File: src/rtl/phy_st_pkg.sv
package phy_st_pkg;

    localparam int DATA_W   = 8;
    localparam int NUM_TAPS = 32;
    localparam int TAP_W    = $clog2(NUM_TAPS);

    typedef enum logic [2:0] {
        S_IDLE,
        S_SETTLE,
        S_SEND,
        S_DRAIN,
        S_RECORD,
        S_DONE
    } st_state_e;

    typedef struct packed {
        logic [6:0]        lfsr;
        logic [DATA_W-1:0] word;
    } prbs_step_t;

    // Advance a PRBS-7 register (x^7 + x^6 + 1) by one byte.
    function automatic prbs_step_t prbs7_byte(input logic [6:0] s);
        prbs_step_t r;
        logic       fb;
        r.lfsr = s;
        r.word = '0;
        for (int i = 0; i < DATA_W; i++) begin
            fb     = r.lfsr[6] ^ r.lfsr[5];
            r.word = {r.word[DATA_W-2:0], fb};
            r.lfsr = {r.lfsr[5:0], fb};
        end
        return r;
    endfunction

    function automatic logic mode_is_sweep(input logic [3:0] m);
        return (m == 4'b0000) || (m == 4'b0001);
    endfunction

    function automatic logic mode_is_reserved(input logic [3:0] m);
        return m[3];
    endfunction

endpackage

File: src/rtl/st_delay_line.sv
module st_delay_line #(
    parameter int W     = 8,
    parameter int DEPTH = 1
) (
    input  logic         clk,
    input  logic         rst,
    input  logic [W-1:0] d,
    output logic [W-1:0] q
);
    logic [W-1:0] pipe [DEPTH];

    always_ff @(posedge clk) begin
        if (rst) begin
            for (int i = 0; i < DEPTH; i++) pipe[i] <= '0;
        end else begin
            pipe[0] <= d;
            for (int i = 1; i < DEPTH; i++) pipe[i] <= pipe[i-1];
        end
    end

    assign q = pipe[DEPTH-1];
endmodule

File: src/rtl/st_prbs_gen.sv
module st_prbs_gen
    import phy_st_pkg::*;
(
    input  logic              clk,
    input  logic              rst,
    input  logic              reseed,
    input  logic              advance,
    output logic [DATA_W-1:0] word_o
);
    logic [6:0] lfsr;
    prbs_step_t nxt;

    always_comb nxt = prbs7_byte(lfsr);
    assign word_o = nxt.word;

    always_ff @(posedge clk) begin
        if (rst || reseed) lfsr <= 7'h7F;
        else if (advance)  lfsr <= nxt.lfsr;
    end
endmodule

File: src/rtl/st_loopback_stub.sv
module st_loopback_stub
    import phy_st_pkg::*;
#(
    parameter int LAT    = 3,
    parameter int EYE_LO = 10,
    parameter int EYE_HI = 20
) (
    input  logic              clk,
    input  logic              rst,
    input  logic [TAP_W-1:0]  tap,
    input  logic [DATA_W-1:0] tx,
    output logic [DATA_W-1:0] rx
);
    logic [DATA_W-1:0] delayed;
    logic              in_eye;

    st_delay_line #(.W(DATA_W), .DEPTH(LAT)) u_path (
        .clk(clk), .rst(rst), .d(tx), .q(delayed)
    );

    assign in_eye = (int'(tap) >= EYE_LO) && (int'(tap) <= EYE_HI);
    assign rx     = in_eye ? delayed : (delayed ^ DATA_W'(1));
endmodule

File: src/rtl/phy_selftest_ctrl.sv
module phy_selftest_ctrl
    import phy_st_pkg::*;
#(
    parameter int WORDS   = 64,
    parameter int SETTLE  = 4,
    parameter int LAT     = 3,
    parameter int EYE_LO  = 10,
    parameter int EYE_HI  = 20,
    parameter int NOM_TAP = 15
) (
    input  logic                clk,
    input  logic                rst,
    input  logic                st_enable,
    input  logic [3:0]          st_mode,
    input  logic                st_start,
    input  logic [DATA_W-1:0]   host_data_i,
    output logic [DATA_W-1:0]   fe_data_o,
    output logic                done_o,
    output logic [NUM_TAPS-1:0] status_o
);
    localparam int WCNT_W = $clog2(WORDS);
    localparam int SCNT_W = $clog2(SETTLE + 1);
    localparam int DCNT_W = $clog2(LAT + 2);

    st_state_e          state;
    logic               start_q;
    logic [3:0]         mode_q;
    logic [TAP_W-1:0]   tap;
    logic               tap_fail;
    logic [SCNT_W-1:0]  settle_cnt;
    logic [WCNT_W-1:0]  word_cnt;
    logic [DCNT_W-1:0]  drain_cnt;

    logic               sending;
    logic [DATA_W-1:0]  gen_word;
    logic [DATA_W-1:0]  tx_word;
    logic [DATA_W-1:0]  rx_word;
    logic [DATA_W:0]    exp_dly;
    logic               start_rise;

    assign sending    = (state == S_SEND);
    assign tx_word    = sending ? gen_word : '0;
    assign fe_data_o  = st_enable ? tx_word : host_data_i;
    assign start_rise = st_start && !start_q;
    assign done_o     = (state == S_DONE);

    st_prbs_gen u_gen (
        .clk(clk), .rst(rst), .reseed(!sending), .advance(sending), .word_o(gen_word)
    );

    st_loopback_stub #(.LAT(LAT), .EYE_LO(EYE_LO), .EYE_HI(EYE_HI)) u_loop (
        .clk(clk), .rst(rst), .tap(tap), .tx(fe_data_o), .rx(rx_word)
    );

    // Expected-word alignment: same latency as the loopback path.
    st_delay_line #(.W(DATA_W + 1), .DEPTH(LAT)) u_expect (
        .clk(clk), .rst(rst), .d({sending, gen_word}), .q(exp_dly)
    );

    always_ff @(posedge clk) begin
        if (rst) begin
            state      <= S_IDLE;
            start_q    <= 1'b0;
            mode_q     <= '0;
            tap        <= '0;
            tap_fail   <= 1'b0;
            settle_cnt <= '0;
            word_cnt   <= '0;
            drain_cnt  <= '0;
            status_o   <= '0;
        end else begin
            start_q <= st_start;
            if (exp_dly[DATA_W] && (rx_word != exp_dly[DATA_W-1:0]))
                tap_fail <= 1'b1;

            if (!st_enable) begin
                state <= S_IDLE;
            end else begin
                unique case (state)
                    S_IDLE: if (start_rise) begin
                        mode_q     <= st_mode;
                        status_o   <= '0;
                        tap_fail   <= 1'b0;
                        settle_cnt <= '0;
                        tap        <= mode_is_sweep(st_mode) ? '0 : TAP_W'(NOM_TAP);
                        state      <= mode_is_reserved(st_mode) ? S_DONE : S_SETTLE;
                    end
                    S_SETTLE: begin
                        settle_cnt <= settle_cnt + 1'b1;
                        if (settle_cnt == SCNT_W'(SETTLE - 1)) begin
                            word_cnt <= '0;
                            state    <= S_SEND;
                        end
                    end
                    S_SEND: begin
                        word_cnt <= word_cnt + 1'b1;
                        if (word_cnt == WCNT_W'(WORDS - 1)) begin
                            drain_cnt <= '0;
                            state     <= S_DRAIN;
                        end
                    end
                    S_DRAIN: begin
                        drain_cnt <= drain_cnt + 1'b1;
                        if (drain_cnt == DCNT_W'(LAT)) state <= S_RECORD;
                    end
                    S_RECORD: begin
                        if (mode_is_sweep(mode_q)) begin
                            status_o[tap] <= !tap_fail;
                            if (tap == TAP_W'(NUM_TAPS - 1)) begin
                                state <= S_DONE;
                            end else begin
                                tap        <= tap + 1'b1;
                                tap_fail   <= 1'b0;
                                settle_cnt <= '0;
                                state      <= S_SETTLE;
                            end
                        end else begin
                            status_o[0] <= !tap_fail;
                            state       <= S_DONE;
                        end
                    end
                    S_DONE: if (!st_start) state <= S_IDLE;
                    default: state <= S_IDLE;
                endcase
            end
        end
    end
endmodule

File: config.mk
export PLATFORM = sky130hd
export DESIGN_NAME = phy_selftest_ctrl
export DESIGN_NICKNAME = d
export VERILOG_FILES = /design/src/rtl/phy_st_pkg.sv /design/src/rtl/st_delay_line.sv /design/src/rtl/st_prbs_gen.sv /design/src/rtl/st_loopback_stub.sv /design/src/rtl/phy_selftest_ctrl.sv
export SDC_FILE = /design/constraint.sdc
export NUM_CORES = 1
export LEC_CHECK = 0
export BUFFER_PORTS_ARGS = -buffer_cell sky130_fd_sc_hd__buf_2
export CAP_MARGIN = 20
export CORE_ASPECT_RATIO = 1.75
export CORE_MARGIN = 1.5
export CORE_UTILIZATION = 52
export DETAILED_ROUTE_END_ITERATION = 12
export GPL_ROUTABILITY_DRIVEN = 1
export PLACE_DENSITY = 0.75
export SLEW_MARGIN = 30
export SYNTH_ARGS = -nofsm -noshare
export SYNTH_HDL_FRONTEND = slang
export SYNTH_HIERARCHICAL = 1
export SYNTH_SLANG_ARGS = --single-unit
File: constraint.sdc
create_clock -name clk -period 5.3 [get_ports clk]
set_input_delay 0.265 -clock clk [delete_from_list [all_inputs] [get_ports clk]]
set_output_delay 0.265 -clock clk [all_outputs]
set_load 0.005 [all_outputs]
==> run metrics <==
status finished, final reports clean; placed insts 713; FFs w/ async S/R, synth 0; Clock Latency Late Sink 420 ps; Post-CTS Repair Setup Buffers 0; reg2reg end status_o[13]; Synth area leader dfxtp_1; # setup viols final 0; setup TNS 0 ps; RD Place Congestion 0.888; Worst Max-Slew Pin Slew 849 ps; area of the core 9910 sq um; Fillers 872; Sinks on Clock Net 115; CP top delay family buffers and inverters; arrival time worst endpoint 2610 ps; synth unique cells 62; share of layout cells above drive strength 1 0.195; Port Buf Inserts 55; # diodes 0; Nets 633; Synth Area in Compound Gates 0.164; largest net degree at the start of global routing 70; Hold/Removal Path Class primary input to register; multi-input logic area 2500 sq um; yosys warns 6; post-synthesis mux area share 0.0163; post-cts sizing count 0; Post-Route Utilization 0.605; H-Tree Level Count 4; commonest register cell after synthesis dfxtp_1; Hold Path Origin st_start; crit path from state[2]; Cell Area, Synth 5290 sq um; vias per cell 5.56; Syn Area/Cell 9.08 sq um; min Tclk post-route 2880 ps; vias 4141; initial DRC count 227; Switch Pwr 0.000527 W; clock-pin slew on the worst setup and hold paths 50 ps; die height 136 um; CP Launch Type register; Internal Pwr Total 0.00158 W; initial core utilization 0.534; placed wire-length estimate 7.45 mm; number of antenna violations at the first check in global routing 0; Root Driver clkbuf_16; Synth Area in XOR/XNOR 0.0357; Switching Share 0.250; Layout Cells excl Fill 745; Synth Register Bits 115; Register Area 2300 sq um; Detailed Route WL 10.9 mm; CP Cell Sequence buf_4, or3b_1, inv_2, nand3_1, o21ai_0, buf_2; cts bufs inserted 17; Die X 79.3 um; sequential share of power 0.424; Die ar. 10800 sq um; Min Hold Slack 125 ps; antenna-violating nets left 0; Leak Pwr 2.35 nW; unrepaired setup endpoints after global routing false; largest family of logic cells by synthesized area simple AND/OR/NAND/NOR gates; Synth Net Count 609; global-route wire length before repair 17.6 mm; vias in the first global route 3946; Post-CTS Hold Buffers 0; Crit path depth 6; Buf/Inv on CP 3; Critical-path top delay cell dfxtp_1; CTS max path bufs 2; Required @ worst endpoint 5040 ps; total power 0.00210 W; Post-synth EDFFs 0; crit path capture type output pin; Cell Rows 48; synthesis-to-finish area growth 13.3%; peak supply drop 0.300 mV; clk_skew 14.0 ps; period utilization 0.543; FF-to-FF Start state[2]; fmax 0.348 GHz; grt ovf 0; WL/cell 14.6 um; Max-cap violations 0; slowest stage delay, CP 610 ps; Post-route DRC 0; first-pass detailed-route iteration total 5; ranking of synthesized cells by area dfxtp_1 (43%), nor2b_1 (5.7%), o32ai_1 (4.6%), a21oi_1 (4.2%), inv_1 (3.0%); FF-to-FF path depth 5; Hold Fails Final Rpt 0; Synth Area in Adders 0.0236; post-synth top area share 0.435; TritonCTS clock tree yes; Slew Limit Fails 0; worst-path maximum fanout 32; Slew headroom 0.434; flop-to-flop setup slack 2540 ps; CP Class register to output pin; simple-gate share of the synthesized area 0.234; Syn Inst Count 583; Logic pwr share 0.058; P per Cell Area 350 nW/um^2; Clk pwr share 0.519; GRT Resource Usage Total 0.211; worst setup path end fe_data_o[5]; # IOs 57; sequential share of the synthesized area 0.435
==> layout by cell type (no fill, tap or decap), types with 5 or more instances in the layout <==
cell type	instances
buf_2	54
dfxtp_1	114
ha_1	10
nor2_1	26
a2111o_1	6
o32ai_1	28
clkbuf_16	17
and2b_2	7
nand2_1	30
nand3b_1	6
xnor2_1	9
nand2b_1	6
o31ai_1	7
nand3_1	32
xor2_1	10
inv_1	43
nor2b_1	48
inv_6	5
o21ai_0	13
a21oi_1	44
o21ai_1	8
and2b_1	5
nor2b_2	14
==> metrics by stage <==
stage,setup slack (ps),instance area (sq um)
global route,2250,6000
CTS,2400,6000
detailed placement,2580,5420
finish,2420,6000
global placement,2690,5420
floorplan,3330,5290
==> how the worst min path moves through the flow <==
stage | endpoint | slack [ps] | cells after the start
final | start_q | 120 | 2
after global routing | start_q | 120 | 2
after CTS | state[2] | 110 | 3
after detailed placement | u_loop/u_path/pipe[0][9] | 420 | 1
after global placement | u_loop/u_path/pipe[0][21] | 410 | 1
after floorplan | u_gen/lfsr[0] | 360 | 1
==> power groups by stage <==
stage | registers, W | clock network [W] | logic, W
finish | 0.000891 | 0.00109 | 0.000122
CTS | 0.000890 | 0.00111 | 0.000121
detailed placement | 0.000909 | 0 | 0.000120
global placement | 0.000908 | 0 | 0.000117
floorplan | 0.000902 | 0 | 0.0000995
global route | 0.000892 | 0.00115 | 0.000134
==> Yosys cell counts, types with 5 or more instances <==
cell type    n
a2111o_1     6
a21oi_1     44
and2b_1      5
and2b_2      7
buf_4       18
buf_6        7
clkbuf_1    19
dfxtp_1    115
ha_1        10
inv_1       43
nand2_1     30
nand2b_1     6
nand3_1     32
nand3b_1     6
nor2_1      26
nor2b_1     48
nor2b_2     14
o21ai_0     13
o21ai_1      8
o31ai_1      7
o32ai_1     28
xnor2_1      9
xor2_1      10
==> worst reg2reg max path, cell delays in order, from the launching register on <==
cell,delay (ps)
dfxtp_1,610
buf_4,410
or3b_1,540
o221ai_4,700
a21oi_1,110
o32ai_1,290
==> kinds of logic after synthesis <==
logic type,count (synthesis)
compound gates,125
mux,8
flops,115
buf+inv,97
simple gates,208
fa+ha+maj,10
xor+xnor,20
==> layout make-up <==
| cell class | count | share of cell area |
|---|---|---|
| timing repair buffer | 57 | 0.0488 |
| tap | 125 | 0.0261 |
| inverter | 45 | 0.0282 |
| clock inverter | 15 | 0.0248 |
| clock buffer | 17 | 0.0709 |
| sequential | 115 | 0.384 |
| multi-input combinational | 371 | 0.417 |
==> flip-flops by register name, summed over array words and instances, names as in the netlist <==
name                cells
settle_cnt              3
u_loop/u_path/pipe     24
word_cnt                6
mode_q                  3
status_o               32
tap                     5
drain_cnt               3
u_gen/lfsr              7
u_expect/pipe          27
tap_fail                1
state                   3
start_q                 1
==> routing by layer <==
metal / wire [um] / GRT usage
met1: 4200 / 0.205
met2: 6030 / 0.400
met3: 406 / 0.0497
met4: 244 / 0.111
met5: 0 / 0
Power figures use the tool's default switching activity.
